===== src/rtl/irx_cfg_pkg.sv =====
package irx_cfg_pkg;

  typedef enum logic [1:0] {
    OP_WRITE = 2'd0,
    OP_READ  = 2'd1,
    OP_RESET = 2'd2,
    OP_MODE  = 2'd3
  } opCode_e;

  typedef enum logic [1:0] {
    W_LONG   = 2'd0,
    W_LONG2  = 2'd1,
    W_SETTLE = 2'd2
  } waitSel_e;

  localparam int CNT_W        = 5;
  localparam int BYTE_BITS    = 8;
  localparam int POLL_LIMIT   = 10;
  localparam int DUMMY_PULSES = 2;
  localparam int TRAIL_PULSES = 2;
  localparam int END_PULSES   = 3;
  localparam int RESET_PULSES = 30;
  localparam int LAST_STEP    = 4;

  localparam logic [7:0] MODE_DEV_ADDR = 8'h40;
  localparam logic [7:0] MODE_CFG0     = 8'h17;
  localparam logic [7:0] MODE_CFG2     = 8'hFF;

  typedef struct packed {
    opCode_e    op;
    logic [7:0] cmd;
    logic [7:0] data;
  } opDesc_t;

  // strobes from the sequencer to the line datapath
  typedef struct packed {
    logic             startWait;
    waitSel_e         waitSel;
    logic             clkSet;
    logic             clkClr;
    logic             dataDrv;
    logic             dataVal;
    logic             dataFromTx;
    logic             loadTx;
    logic [7:0]       txByte;
    logic             shiftTx;
    logic             loadCnt;
    logic [CNT_W-1:0] cntVal;
    logic             decCnt;
    logic             clrRx;
    logic             sampleRx;
    logic             commitRx;
  } dpCtl_t;

  function automatic opDesc_t seqDesc(input logic [2:0] idx, input logic [7:0] mode);
    opDesc_t d;
    d.op   = OP_WRITE;
    d.data = 8'h00;
    d.cmd  = 8'h00;
    case (idx)
      3'd0: d.op = OP_RESET;
      3'd1: begin d.cmd = MODE_DEV_ADDR | 8'h01; d.data = MODE_CFG0; end
      3'd2: begin d.cmd = MODE_DEV_ADDR | 8'h03; d.data = mode; end
      3'd3: begin d.cmd = MODE_DEV_ADDR | 8'h05; d.data = MODE_CFG2; end
      default: begin d.op = OP_READ; d.cmd = MODE_DEV_ADDR | 8'h02; end
    endcase
    return d;
  endfunction

endpackage


===== src/rtl/irx_cfg_sync.sv =====
module irx_cfg_sync #(
  parameter int           WIDTH   = 2,
  parameter int           STAGES  = 2,
  parameter logic [WIDTH-1:0] RST_VAL = '0
) (
  input  logic             clk,
  input  logic             rstN,
  input  logic [WIDTH-1:0] din,
  output logic [WIDTH-1:0] dout
);
  logic [WIDTH-1:0] stg [STAGES];

  always_ff @(posedge clk) begin
    if (!rstN) stg[0] <= RST_VAL;
    else       stg[0] <= din;
  end

  for (genvar i = 1; i < STAGES; i++) begin : g_stage
    always_ff @(posedge clk) begin
      if (!rstN) stg[i] <= RST_VAL;
      else       stg[i] <= stg[i-1];
    end
  end

  assign dout = stg[STAGES-1];
endmodule


===== src/rtl/irx_cfg_dp.sv =====
module irx_cfg_dp
  import irx_cfg_pkg::*;
#(
  parameter int LONG_CLKS  = 320,
  parameter int SHORT_CLKS = 128
) (
  input  logic       clk,
  input  logic       rstN,
  input  dpCtl_t     ctl,
  input  logic       validNIn,
  input  logic       rxBitIn,
  output logic       sclk,
  output logic       sdata,
  output logic [7:0] rdData,
  output logic       tmrDone,
  output logic       cntLast,
  output logic       validSeen
);
  localparam int SETTLE_CLKS = 2*LONG_CLKS + SHORT_CLKS;
  localparam int TMR_W       = $clog2(SETTLE_CLKS + 1);

  logic [TMR_W-1:0] tmr, tmrLoad;
  logic [7:0]       txSh, rxSh;
  logic [CNT_W-1:0] cnt;
  logic [1:0]       syncOut;

  irx_cfg_sync #(.WIDTH(2), .STAGES(2), .RST_VAL(2'b10)) sync_i (
    .clk (clk),
    .rstN(rstN),
    .din ({validNIn, rxBitIn}),
    .dout(syncOut)
  );

  always_comb begin
    case (ctl.waitSel)
      W_LONG:  tmrLoad = TMR_W'(LONG_CLKS);
      W_LONG2: tmrLoad = TMR_W'(2*LONG_CLKS);
      default: tmrLoad = TMR_W'(SETTLE_CLKS);
    endcase
  end

  always_ff @(posedge clk) begin
    if (!rstN) begin
      tmr    <= '0;
      sclk   <= 1'b0;
      sdata  <= 1'b0;
      txSh   <= '0;
      cnt    <= '0;
      rxSh   <= '0;
      rdData <= '0;
    end else begin
      if (ctl.startWait)    tmr <= tmrLoad;
      else if (tmr != '0)   tmr <= tmr - 1'b1;

      if (ctl.clkSet)       sclk <= 1'b1;
      else if (ctl.clkClr)  sclk <= 1'b0;

      if (ctl.dataFromTx)   sdata <= txSh[0];
      else if (ctl.dataDrv) sdata <= ctl.dataVal;

      if (ctl.loadTx)       txSh <= ctl.txByte;
      else if (ctl.shiftTx) txSh <= {1'b0, txSh[7:1]};

      if (ctl.loadCnt)      cnt <= ctl.cntVal;
      else if (ctl.decCnt)  cnt <= cnt - 1'b1;

      if (ctl.clrRx)         rxSh <= '0;
      else if (ctl.sampleRx) rxSh <= {syncOut[0], rxSh[7:1]};

      if (ctl.commitRx)     rdData <= rxSh;
    end
  end

  assign tmrDone   = (tmr == '0);
  assign cntLast   = (cnt == CNT_W'(1));
  assign validSeen = ~syncOut[1];
endmodule


===== src/rtl/irx_cfg_ctrl.sv =====
module irx_cfg_ctrl
  import irx_cfg_pkg::*;
(
  input  logic       clk,
  input  logic       rstN,
  input  logic       start,
  input  opCode_e    op,
  input  logic [7:0] devAddr,
  input  logic [6:0] regIndex,
  input  logic [7:0] wrData,
  input  logic       tmrDone,
  input  logic       cntLast,
  input  logic       validSeen,
  output dpCtl_t     ctl,
  output logic       busy,
  output logic       done
);
  typedef enum logic [4:0] {
    S_IDLE, S_PRE_LO, S_PRE_HI, S_BIT_LO, S_BIT_HI, S_TRL_LO, S_TRL_HI,
    S_RD_HOLD, S_POLL_HI, S_POLL_LO, S_POLL_DH, S_DAT_HI, S_DAT_LO,
    S_DUM_HI, S_DUM_LO, S_TAIL_HI, S_TAIL_LO, S_TAIL_DL, S_END_HI,
    S_END_LO, S_RST_LO0, S_RST_HI, S_RST_LO, S_FIN
  } state_e;

  state_e     state, nextState;
  logic       waiting, byteSel, inSeq, advByte, opEnd;
  logic [2:0] seqIdx;
  logic [7:0] modeReg;
  opDesc_t    cur, startDesc, nextDesc;

  function automatic state_e firstState(input opCode_e o);
    return (o == OP_RESET) ? S_RST_LO0 : S_PRE_LO;
  endfunction

  always_comb begin
    if (op == OP_MODE) begin
      startDesc = seqDesc(3'd0, wrData);
    end else begin
      startDesc.op   = op;
      startDesc.cmd  = devAddr | {regIndex, 1'b0} | {7'b0, op == OP_WRITE};
      startDesc.data = wrData;
    end
    nextDesc = seqDesc(seqIdx + 3'd1, modeReg);
  end

  always_comb begin
    ctl       = '0;
    nextState = state;
    advByte   = 1'b0;
    opEnd     = 1'b0;
    if (state != S_IDLE && !waiting) begin
      ctl.startWait = 1'b1;
      ctl.waitSel   = W_LONG;
      case (state)
        S_PRE_LO, S_TRL_LO, S_RD_HOLD: begin
          ctl.clkClr = 1'b1; ctl.dataDrv = 1'b1; ctl.waitSel = W_LONG2;
        end
        S_BIT_LO: begin
          ctl.clkClr = 1'b1; ctl.dataFromTx = 1'b1; ctl.waitSel = W_SETTLE;
        end
        S_PRE_HI, S_BIT_HI, S_TRL_HI, S_POLL_HI, S_DAT_HI, S_DUM_HI,
        S_TAIL_HI, S_END_HI, S_RST_HI: ctl.clkSet = 1'b1;
        S_DAT_LO, S_DUM_LO, S_TAIL_LO, S_END_LO: begin
          ctl.clkClr = 1'b1; ctl.waitSel = W_LONG2;
        end
        S_POLL_DH: begin ctl.dataDrv = 1'b1; ctl.dataVal = 1'b1; end
        S_TAIL_DL: ctl.dataDrv = 1'b1;
        S_RST_LO0: begin ctl.clkClr = 1'b1; ctl.dataDrv = 1'b1; end
        default:   ctl.clkClr = 1'b1;
      endcase
    end else if (state != S_IDLE && tmrDone) begin
      case (state)
        S_PRE_LO:  nextState = S_PRE_HI;
        S_PRE_HI: begin
          ctl.loadTx = 1'b1; ctl.txByte = cur.cmd;
          ctl.loadCnt = 1'b1; ctl.cntVal = CNT_W'(BYTE_BITS);
          nextState = S_BIT_LO;
        end
        S_BIT_LO:  nextState = S_BIT_HI;
        S_BIT_HI: begin
          ctl.shiftTx = 1'b1; ctl.decCnt = 1'b1;
          if (!cntLast) begin
            nextState = S_BIT_LO;
          end else if (cur.op == OP_WRITE && !byteSel) begin
            ctl.loadTx = 1'b1; ctl.txByte = cur.data;
            ctl.loadCnt = 1'b1; ctl.cntVal = CNT_W'(BYTE_BITS);
            advByte = 1'b1;
            nextState = S_BIT_LO;
          end else if (cur.op == OP_WRITE) begin
            ctl.loadCnt = 1'b1; ctl.cntVal = CNT_W'(TRAIL_PULSES);
            nextState = S_TRL_LO;
          end else begin
            nextState = S_RD_HOLD;
          end
        end
        S_TRL_LO:  nextState = S_TRL_HI;
        S_TRL_HI: begin
          ctl.decCnt = 1'b1;
          nextState = cntLast ? S_FIN : S_TRL_LO;
        end
        S_RD_HOLD: begin
          ctl.loadCnt = 1'b1; ctl.cntVal = CNT_W'(POLL_LIMIT); ctl.clrRx = 1'b1;
          nextState = S_POLL_HI;
        end
        S_POLL_HI: nextState = S_POLL_LO;
        S_POLL_LO: nextState = S_POLL_DH;
        S_POLL_DH: begin
          if (validSeen) begin
            ctl.loadCnt = 1'b1; ctl.cntVal = CNT_W'(BYTE_BITS);
            nextState = S_DAT_HI;
          end else if (cntLast) begin
            ctl.loadCnt = 1'b1; ctl.cntVal = CNT_W'(DUMMY_PULSES);
            nextState = S_DUM_HI;
          end else begin
            ctl.decCnt = 1'b1;
            nextState = S_POLL_HI;
          end
        end
        S_DAT_HI:  nextState = S_DAT_LO;
        S_DAT_LO: begin
          ctl.sampleRx = 1'b1; ctl.decCnt = 1'b1;
          nextState = cntLast ? S_TAIL_HI : S_DAT_HI;
        end
        S_DUM_HI:  nextState = S_DUM_LO;
        S_DUM_LO: begin
          ctl.decCnt = 1'b1;
          nextState = cntLast ? S_TAIL_HI : S_DUM_HI;
        end
        S_TAIL_HI: nextState = S_TAIL_LO;
        S_TAIL_LO: nextState = S_TAIL_DL;
        S_TAIL_DL: begin
          ctl.loadCnt = 1'b1; ctl.cntVal = CNT_W'(END_PULSES);
          nextState = S_END_HI;
        end
        S_END_HI:  nextState = S_END_LO;
        S_END_LO: begin
          ctl.decCnt = 1'b1;
          if (cntLast) begin ctl.commitRx = 1'b1; nextState = S_FIN; end
          else nextState = S_END_HI;
        end
        S_RST_LO0: begin
          ctl.loadCnt = 1'b1; ctl.cntVal = CNT_W'(RESET_PULSES);
          nextState = S_RST_HI;
        end
        S_RST_HI:  nextState = S_RST_LO;
        S_RST_LO: begin
          ctl.decCnt = 1'b1;
          nextState = cntLast ? S_FIN : S_RST_HI;
        end
        default: begin
          opEnd = 1'b1;
          nextState = S_IDLE;
        end
      endcase
    end
  end

  always_ff @(posedge clk) begin
    if (!rstN) begin
      state   <= S_IDLE;
      waiting <= 1'b0;
      byteSel <= 1'b0;
      inSeq   <= 1'b0;
      seqIdx  <= '0;
      modeReg <= '0;
      cur     <= '0;
      done    <= 1'b0;
    end else begin
      done <= 1'b0;
      if (state == S_IDLE) begin
        if (start) begin
          cur     <= startDesc;
          inSeq   <= (op == OP_MODE);
          seqIdx  <= '0;
          modeReg <= wrData;
          byteSel <= 1'b0;
          waiting <= 1'b0;
          state   <= firstState(startDesc.op);
        end
      end else if (!waiting) begin
        waiting <= 1'b1;
      end else if (tmrDone) begin
        waiting <= 1'b0;
        state   <= nextState;
        if (advByte) byteSel <= 1'b1;
        if (opEnd) begin
          if (inSeq && seqIdx != 3'(LAST_STEP)) begin
            cur     <= nextDesc;
            seqIdx  <= seqIdx + 3'd1;
            byteSel <= 1'b0;
            state   <= firstState(nextDesc.op);
          end else begin
            inSeq <= 1'b0;
            done  <= 1'b1;
          end
        end
      end
    end
  end

  assign busy = (state != S_IDLE);
endmodule


===== src/rtl/irx_cfg_master.sv =====
module irx_cfg_master #(
  parameter int STEP_CLKS   = 4,
  parameter int LONG_STEPS  = 80,
  parameter int SHORT_STEPS = 32
) (
  input  logic       clk,
  input  logic       rstN,
  input  logic       start,
  input  logic [1:0] op,
  input  logic [7:0] devAddr,
  input  logic [6:0] regIndex,
  input  logic [7:0] wrData,
  output logic       busy,
  output logic       done,
  output logic [7:0] rdData,
  output logic       irClk,
  output logic       irData,
  input  logic       irValidN,
  input  logic       irRxBit
);
  import irx_cfg_pkg::*;

  localparam int LONG_CLKS  = STEP_CLKS * LONG_STEPS;
  localparam int SHORT_CLKS = STEP_CLKS * SHORT_STEPS;

  dpCtl_t ctl;
  logic   tmrDone, cntLast, validSeen;

  irx_cfg_ctrl ctrl_i (
    .clk      (clk),
    .rstN     (rstN),
    .start    (start),
    .op       (opCode_e'(op)),
    .devAddr  (devAddr),
    .regIndex (regIndex),
    .wrData   (wrData),
    .tmrDone  (tmrDone),
    .cntLast  (cntLast),
    .validSeen(validSeen),
    .ctl      (ctl),
    .busy     (busy),
    .done     (done)
  );

  irx_cfg_dp #(.LONG_CLKS(LONG_CLKS), .SHORT_CLKS(SHORT_CLKS)) dp_i (
    .clk      (clk),
    .rstN     (rstN),
    .ctl      (ctl),
    .validNIn (irValidN),
    .rxBitIn  (irRxBit),
    .sclk     (irClk),
    .sdata    (irData),
    .rdData   (rdData),
    .tmrDone  (tmrDone),
    .cntLast  (cntLast),
    .validSeen(validSeen)
  );
endmodule


===== config.mk =====
export PLATFORM = sky130hd
export DESIGN_NAME = irx_cfg_master
export DESIGN_NICKNAME = d
export VERILOG_FILES = /design/src/rtl/irx_cfg_pkg.sv /design/src/rtl/irx_cfg_sync.sv /design/src/rtl/irx_cfg_dp.sv /design/src/rtl/irx_cfg_ctrl.sv /design/src/rtl/irx_cfg_master.sv
export SDC_FILE = /design/constraint.sdc
export NUM_CORES = 1
export LEC_CHECK = 0
export BUFFER_PORTS_ARGS = -buffer_cell sky130_fd_sc_hd__buf_2
export CAP_MARGIN = 20
export CORE_MARGIN = 10
export CORE_UTILIZATION = 54
export CTS_CLUSTER_SIZE = 24
export DETAILED_ROUTE_END_ITERATION = 10
export GPL_ROUTABILITY_DRIVEN = 1
export PLACE_DENSITY = 0.74
export SETUP_SLACK_MARGIN = 0.02
export SYNTH_ARGS = -nofsm -noshare
export SYNTH_HDL_FRONTEND = slang
export SYNTH_HIERARCHICAL = 1
export SYNTH_SLANG_ARGS = --single-unit

===== constraint.sdc =====
create_clock -name clk -period 2.7 [get_ports clk]
set_clock_uncertainty 0.15 [all_clocks]
set_input_delay 0.135 -clock clk [delete_from_list [all_inputs] [get_ports clk]]
set_output_delay 0.135 -clock clk [all_outputs]
set_load 0.005 [all_outputs]

* Word-level counts from Yosys, hierarchy flattened
Memory sizes are Yosys's and may differ from the RTL's.
Cells that the tools add are included.
** Storage, ports and cells
- Register bits after elaboration :: 79
- Memories :: 1
- Logic and storage cells :: 201
- Input bits :: 30
- Bits in writable memories :: 4
- Output and inout port bits :: 12
** Operators by class
- Eq/ne operators :: 33
- Bitwise gates (word level) :: 8
- Reductions and logical operators :: 36
- Multiplexer cells :: 103
- Add/sub/neg operators :: 3
** Memories
- dp_i.sync_i.stg :: depth 2, bits a word 2, rd ports 2, clocked after memory_dff 0, wr ports 2, line irx_cfg_sync.sv:11 : logic [WIDTH-1:0] stg [STAGES];
** Operators by type and width (number)
- $mux W18 :: 7
- $pmux W5 S22 :: 1
- $mux W5 :: 14
- $mux W1 :: 43
- $eq A5 B4 Y1 const B :: 8
- $mux W20 :: 2
- $pmux W6 S6 :: 1
- $eq A5 B5 Y1 const B :: 7
- $mux W3 :: 11
- $mux W6 :: 5
- $pmux W7 S4 :: 1
- $mux W8 :: 3
- $pmux W8 S3 :: 1
- $reduce_or A22 Y1 :: 1
- $eq A5 B3 Y1 const B :: 4
- $mux W10 :: 2
- $pmux W10 S2 :: 1
- $mux W9 :: 2
- $pmux W9 S2 :: 1
- $reduce_bool A2 Y1 :: 9
- $reduce_or A6 Y1 :: 2
- $reduce_or A11 Y1 :: 1
- $eq A5 B1 Y1 const B :: 2
- $eq A5 B2 Y1 const B :: 2
- other kinds (33) :: 52

* Logic depth before layout (Yosys ltp)
Gate-level depths: netlist of run 1.
- Depth after elaboration :: 13
- Mapped depth :: 13
- Depth with buffers taken out :: 12

* Hierarchy
The synthesis of run 1 kept the hierarchy.
** By module, submodules not included
- irx_cfg_ctrl :: instances 1, area an instance 2834.0 um2, sequential area each 760.7 um2, cells each 370
- irx_cfg_dp :: instances 1, area an instance 1864.3 um2, sequential area each 820.8 um2, cells each 202
- irx_cfg_sync :: instances 1, area an instance 105.1 um2, sequential area each 80.1 um2, cells each 8

* Worst setup path before layout of run 1
Ideal clock, no wire load.
- Kind :: register -> register
- Start point :: reg dp_i.tmr[0]
- End point :: reg dp_i.txSh[0]
- Library setup time :: 115 ps
- Setup slack :: -278 ps
- Arrival :: 2714 ps
- Clock period less this slack :: 2978 ps
- Required time :: 2435 ps
- Buffers on the path :: 1
- Cell stages (with the launch flop) :: 13
- Cells stage by stage :: dfxtp_1 -> inv_1 -> ha_1 -> nor3b_2 -> nand3_1 -> inv_1 -> nand2_1 -> a21oi_1 -> o21ai_2 -> nor2_1 -> clkbuf_1 -> o21ai_0 -> and2_1
** RTL lines
- from (decl) :: line irx_cfg_dp.sv:22 : logic [TMR_W-1:0] tmr, tmrLoad;
- from (signal assigned) :: line irx_cfg_dp.sv:52 : if (ctl.startWait) tmr <= tmrLoad;
- from (signal assigned) :: line irx_cfg_dp.sv:53 : else if (tmr != '0) tmr <= tmr - 1'b1;
- to (signal assigned) :: line irx_cfg_dp.sv:61 : if (ctl.loadTx) txSh <= ctl.txByte;
- to (signal assigned) :: line irx_cfg_dp.sv:62 : else if (ctl.shiftTx) txSh <= {1'b0, txSh[7:1]};
- to (decl) :: line irx_cfg_dp.sv:23 : logic [7:0] txSh, rxSh;

==> impl_metrics.json, run 1 <==
{
  "final_area_um2": 5572,
  "htree_levels": 3,
  "route.vias.total": 4374,
  "synth_fp_nets": 619,
  "dieHeight_um": 114.3,
  "slew_violations": 0,
  "finalPower_mw": 4.341,
  "port_buffers": 41,
  "drv_cap": 0,
  "max_stage_delay_ps": 780,
  "ant_nets": 0,
  "fillers": 763,
  "synth_edf_count": 0,
  "timing_worst_setup_path_type": "reg2reg",
  "syn_inst": 580,
  "clkSinkCount": 83,
  "p_sw_mw": 1.739,
  "dr.first_iter.drc_count": 301,
  "worstMarginPinSlew_ps": 760.0,
  "status": "complete, no violations",
  "cts_tree": "built",
  "fp.dieArea_um2": 13070,
  "gp_congestion": 0.9364,
  "comb_power_share_pct": 42.0,
  "worst_setup_path_start_kind": "register",
  "cts-buffers-inserted": 9,
  "ys_warn_count": 6,
  "holdCritPathClass": "in2reg",
  "clkSlewWorstSetupHoldPaths_ps": 100,
  "clock_path_buffers": 2,
  "clk-insertion-delay-late_ps": 360,
  "setup_viol": 0,
  "ys_seq_area_share_pct": 34.59,
  "synthArstFlopShare_pct": 0,
  "synth.distinct_cells": 77,
  "grt_pass1_vias": 4226,
  "vdd_drop_max_v": 0.0003506,
  "synth_area_per_cell_um2": 8.282,
  "fin_cells": 756,
  "ys_ff_latch": 83,
  "crit_slowest_cell": "dfxtp_1",
  "routed_wl_um": 11610,
  "start_util_pct": 55.35,
  "cp_max_fo": 18,
  "p_leak_nw": 2.126,
  "finalSetupTns_ps": 0,
  "cp.arrival_ps": 2590,
  "grtUsageTotal_pct": 18.03,
  "grt_pass1_wl_um": 19750,
  "row_count": 34,
  "hpwl_um": 8438,
  "final_core_util_pct": 64.20,
  "startpoint": "ctrl_i/state[0]",
  "fmax_ghz": 0.4018,
  "cts_root_buf": "clkbuf_8",
  "regToRegStartpoint": "ctrl_i/state[0]",
  "drt_pass1_iterations": 5,
  "holdWs_ps": 30.48,
  "fin_crit_sh_pct": 92.18,
  "grt_max_degree": 30,
  "worst_setup_path_end_kind": "register",
  "drt-wirelength-per-cell_um": 15.35,
  "viasPerCell": 5.786,
  "power_density_nw_per_um2": 779.1,
  "cpMostUsedCell": "a21oi_1",
  "drive_above_1_share_pct": 18.70,
  "swShare_pct": 40.05,
  "p_seq_share_pct": 38.0,
  "dp_worst_setup_slack_ps": 103.8,
  "io-pin-count": 42,
  "crit_path_cell_trace": "nor2_1 -> o21ai_0 -> a21oi_1 -> o21ai_1 -> a21oi_1 -> buf_4 -> o311a_1",
  "clkPwrFrac_pct": 20.0,
  "fin_nets": 681,
  "cp.required_ps": 2810,
  "place_area_um2": 5160,
  "dp_cells": 719,
  "p_int_mw": 2.602,
  "hold_violations": 0,
  "synth_area_um2": 4803,
  "area_growth_pct": 15.99,
  "fin_crit_ps": 2489,
  "setup_slack_ps": 211.1,
  "overflow": 0,
  "slew_headroom_pct": 49.03,
  "chipWidth_um": 114.3,
  "core_area_um2": 8678,
  "rsz0062_at_grt": "true",
  "worstHoldStart": "regIndex[6]",
  "synthFlopType": "dfxtp_1",
  "drc": 0,
  "grt_antenna_before_repair": 1
}
## flip-flops by register name, indices dropped and copies added, names as in the netlist, 4 cells and up
register,flops
dp_i/txSh,8
ctrl_i/cur,18
ctrl_i/modeReg,8
dp_i/cnt,5
dp_i/sync_i/stg,4
dp_i/rdData,8
dp_i/tmr,10
dp_i/rxSh,8
ctrl_i/state,5
## power groups by stage
stage / clock [mW] / sequential (mW) / combinational (mW)
floorplan: 0 / 1.57 / 1.44
global placement: 0 / 1.66 / 1.70
detailed placement: 0 / 1.67 / 1.74
CTS: 0.894 / 1.64 / 1.78
global route: 0.935 / 1.68 / 2.04
finish: 0.866 / 1.65 / 1.82
## synthesized netlist by cell type, drive strengths merged, types with 5 or more instances
master | n | area (um^2)
a211oi | 7 | 62.56
a21boi | 18 | 135.1
a21oi | 19 | 95.09
a221oi | 6 | 65.06
a22oi | 9 | 67.56
a31oi | 8 | 50.05
and2 | 20 | 125.1
buf | 31 | 209.0
clkbuf | 11 | 41.29
dfxtp | 83 | 1662
ha | 9 | 112.6
inv | 20 | 77.58
mux2i | 26 | 260.3
nand2 | 68 | 257.8
nand2b | 9 | 56.30
nand3 | 9 | 45.04
nand3b | 6 | 48.80
nor2 | 61 | 231.5
nor2b | 18 | 112.6
nor3 | 15 | 118.9
nor3b | 7 | 72.57
nor4 | 5 | 31.28
o211a | 5 | 50.05
o21a | 6 | 45.04
o21ai | 38 | 193.9
xor2 | 6 | 60.06
## per-layer routing
layer / GRT usage [%] / part of all wire [%] / up-vias
met5: 0 / 0 / -
met4: 7.352 / 1.9 / 0
met3: 3.983 / 5.1 / 26
met2: 29.88 / 49 / 134
met1: 22.08 / 44 / 2026
li1: - / - / 2188
## worst max-delay path, delay by kind of cell (launching register included)
kind | cells | cell delay [ps]
AOI/OAI and AO/OA | 5 | 1010
and+or+nand+nor | 1 | 250
buffers and inverters | 1 | 180
DFF | 1 | 780
## path summary, 6_finish.rpt
check                           to  slack (ps)  cells past startpoint
min reg2reg  dp_i/sync_i/stg[1][1]         280                      1
max                    dp_i/cnt[4]         210                      7
max reg2reg            dp_i/cnt[4]         210                      7
min                 ctrl_i/cur[15]          30                      3
## layout make-up
class	instances	area [um^2]	area share (%)
clock buffer	10	137.6	2.470
clock inverter	6	56.30	1.011
multi-input combinational	435	2854	51.22
antenna	1	2.502	0.04491
tap	108	135.1	2.425
timing repair buffer	93	646.9	11.61
sequential	83	1662	29.82
inverter	20	77.57	1.392
## layout by cell type (no fill, tap or decap), types with 3 or more instances in the layout
| master | count |
|---|---|
| a211oi_1 | 5 |
| a21boi_0 | 16 |
| a21oi_1 | 18 |
| a221oi_1 | 4 |
| a22oi_1 | 9 |
| a31oi_1 | 8 |
| a32oi_1 | 3 |
| and2_1 | 20 |
| and3_1 | 4 |
| buf_2 | 41 |
| buf_4 | 32 |
| clkbuf_8 | 10 |
| dfxtp_1 | 83 |
| dlygate4sd3_1 | 19 |
| ha_1 | 9 |
| inv_1 | 19 |
| mux2i_1 | 26 |
| nand2_1 | 65 |
| nand2_2 | 3 |
| nand2b_1 | 9 |
| nand3_1 | 9 |
| nand3b_1 | 5 |
| nor2_1 | 58 |
| nor2_2 | 3 |
| nor2b_1 | 18 |
| nor3_1 | 10 |
| nor3_4 | 3 |
| nor3b_1 | 3 |
| nor3b_2 | 3 |
| nor4_1 | 4 |
| nor4b_1 | 3 |
| o211a_1 | 5 |
| o211ai_1 | 4 |
| o21a_1 | 6 |
| o21ai_0 | 35 |
| o31ai_1 | 4 |
| xnor2_1 | 4 |
| xor2_1 | 5 |
## timing repair
| action | 4_1_cts | 5_1_grt |
|---|---|---|
| hold buffers | 19 | 0 |
| hold endpoints to repair | 21 | 0 |
| buffers inserted | 0 | 1 |
| gates resized for setup | 0 | 5 |
| setup endpoints to repair | 0 | 40 |
## cells by family after synthesis
group	synth area share [%]
AOI/OAI and AO/OA	22.61
buffers and inverters	6.825
xor gates and xnor gates	1.980
muxes	5.418
adders and majority gates	2.553
DFF	34.59
and+or+nand+nor	26.02
Note: power is estimated with default switching activity, not from simulation.
==> run 2: changes to the inputs <==
Settings changed: PLACE_DENSITY 0.74 to 0.75, SYNTH_HIERARCHICAL 1 to unset.
==> run 2 against run 1 <==
Register-to-register slack worse by 50 ps. Sequential power is 7% lower. Area after synthesis is 8.0% lower. Largest cell class unchanged. Highest routed layer unchanged.
==> impl_metrics.json, run 2 <==
{
  "status": "complete, no violations",
  "synthFlopType": "dfxtp_1",
  "drive_above_1_share_pct": 17.03,
  "ys_ff_latch": 83,
  "synth_edf_count": 0,
  "slew_headroom_pct": 65.06,
  "routed_wl_um": 12230,
  "dr.first_iter.drc_count": 339,
  "ys_seq_area_share_pct": 37.61,
  "largest_reg_flops": 18,
  "synthArstFlopShare_pct": 0,
  "reg2reg_depth": 7,
  "viasPerCell": 6.064,
  "drt_pass1_iterations": 5,
  "worst_setup_path_start_kind": "register",
  "worstMarginPinSlew_ps": 520.4,
  "final_common_cell": "nand2_1",
  "hpwl_um": 8657,
  "finalPower_mw": 3.750,
  "overflow": 0,
  "grt_max_degree": 43,
  "route.vias.total": 4469,
  "holdWs_ps": 8.013,
  "worst_setup_path_end_kind": "register",
  "syn_inst": 565,
  "timing_worst_setup_path_type": "reg2reg",
  "synth_top_cell_by_area": "dfxtp_1",
  "area_growth_pct": 18.83,
  "holdCritPathClass": "in2reg",
  "chipWidth_um": 110.5,
  "core_area_um2": 7848,
  "drc": 0,
  "finalSetupTns_ps": 0,
  "vdd_drop_max_v": 0.0007343,
  "setup_viol": 0,
  "clkSinkCount": 83,
  "grt_antenna_before_repair": 1,
  "worstHoldEndpoint": "ctrl_i.cur[17]",
  "r2r_slack_ps": 170,
  "cp_max_fo": 10,
  "grtUsageTotal_pct": 19.40,
  "dieHeight_um": 110.5,
  "yosys-top-cells-area": "dfxtp_1 (38%), nand2_1 (7.7%), a21oi_1 (5.9%)",
  "ys_warn_count": 0,
  "p_leak_nw": 1.998,
  "fmax_ghz": 0.3946,
  "slew_violations": 0,
  "clock_path_buffers": 2,
  "r2r_end": "ctrl_i.cur[5]",
  "port_buffers": 41,
  "drv_cap": 0,
  "final_cell_mix": "nand2_1 (91), dfxtp_1 (83), nor2_1 (53)",
  "synth_area_um2": 4418,
  "rsz0062_at_grt": "true",
  "grt_pass1_vias": 4289,
  "cts-buffers-inserted": 9,
  "gp_congestion": 0.9072,
  "yosysMostFrequentCell": "nand2_1",
  "top_regs": "ctrl_i.cur (18), dp_i.tmr (10)",
  "ys_top_cells_by_count": "nand2_1 (91), dfxtp_1 (83), nor2_1 (53)",
  "fp.dieArea_um2": 12200,
  "synthDominantCellAreaShare_pct": 37.61,
  "ant_nets": 0,
  "clkSlewWorstSetupHoldPaths_ps": 90,
  "start_util_pct": 56.30,
  "worstHoldStart": "rstN",
  "drt-wirelength-per-cell_um": 16.59,
  "fin_crit_sh_pct": 93.85,
  "regToRegStartpoint": "ctrl_i.state[4]",
  "io-pin-count": 42,
  "hold_violations": 0,
  "fin_crit_ps": 2534,
  "cts_root_buf": "clkbuf_8",
  "cts_tree": "built",
  "cp.required_ps": 2800,
  "min_delay_path_depth": 4,
  "synth.distinct_cells": 70,
  "fin_nets": 668,
  "clk-insertion-delay-late_ps": 360,
  "synth_area_per_cell_um2": 7.819,
  "power_density_nw_per_um2": 714.4,
  "htree_levels": 3,
  "top_register": "ctrl_i.cur",
  "synth_fp_nets": 604,
  "grt_pass1_wl_um": 20680,
  "row_count": 32,
  "cp.arrival_ps": 2630
}
-- run 2: report_power, final --
part,leakage (nW),total [mW],internal [mW],switching (mW)
Sequential,0.677,1.54,1.38,0.155
Clock,0.0886,0.850,0.348,0.502
Combinational,1.23,1.36,0.570,0.793
Total,2.00,3.75,2.30,1.45
-- run 2: metal layers --
layer	track usage [%]	routed length (um)	vias to the layer above
met2	32.55	6026	149
met3	3.620	717	20
li1	-	-	2171
met1	24.02	5297	2129
met4	7.081	184	0
met5	0	0	-
-- run 2: timing repair --
| action | in CTS | in global routing |
|---|---|---|
| gates resized for setup | 0 | 7 |
| hold endpoints to repair | 23 | 0 |
| buffers inserted | 0 | 0 |
| endpoints found under the setup margin | 0 | 45 |
| hold buffers | 19 | 0 |
-- run 2: kinds of logic after synthesis --
family | share of synthesized area [%]
AOI/OAI and AO/OA | 26.17
muxes | 1.133
xor gates and xnor gates | 1.784
adders and majority gates | 2.775
and+or+nand+nor | 25.57
buffers and inverters | 4.956
DFF | 37.61
-- run 2: worst max path at each step --
stage / from / endpoint / slack (ps) / cells after the start
4_1_cts: dp_i.tmr[0] / ctrl_i.cur[1] / 30 / 8
3_3_place_gp: dp_i.tmr[0] / ctrl_i.cur[1] / 160 / 8
6_report: ctrl_i.state[4] / ctrl_i.cur[5] / 170 / 7
3_5_place_dp: dp_i.tmr[0] / ctrl_i.cur[1] / 60 / 8
5_1_grt: ctrl_i.state[1] / ctrl_i.state[4] / 20 / 7
2_1_floorplan: dp_i.tmr[0] / dp_i.txSh[2] / 320 / 8
-- run 2: layout make-up --
cell class / count / area [um^2]
Antenna cell: 1 / 2.502
Clock buffer: 9 / 123.9
Clock inverter: 7 / 57.56
Fill cell: 687 / 2597
Inverter: 14 / 52.55
Multi-Input combinational cell: 429 / 2579
Sequential cell: 83 / 1662
Tap cell: 102 / 127.6
Timing Repair Buffer: 92 / 645.6
-- run 2: worst max-delay path, cell delays in order, from the launching register on --
cell and delay, ps:
dfxtp_1 410, buf_4 190, nor3_1 350, a22oi_1 240
nor2_1 380, a31oi_1 280, a221oi_1 320, nor2_1 80
-- run 2: stage by stage --
stage	instance area (um^2)	worst slack (ps)	utilization, %	cells
4_1_cts	5201	29.40	66.28	735
3_3_place_gp	4830	164.7	61.54	700
5_1_grt	5250	21.56	66.90	737
2_1_floorplan	4418	323.9	-	565
6_report	5250	166.0	66.90	737
3_5_place_dp	4830	55.83	61.54	700
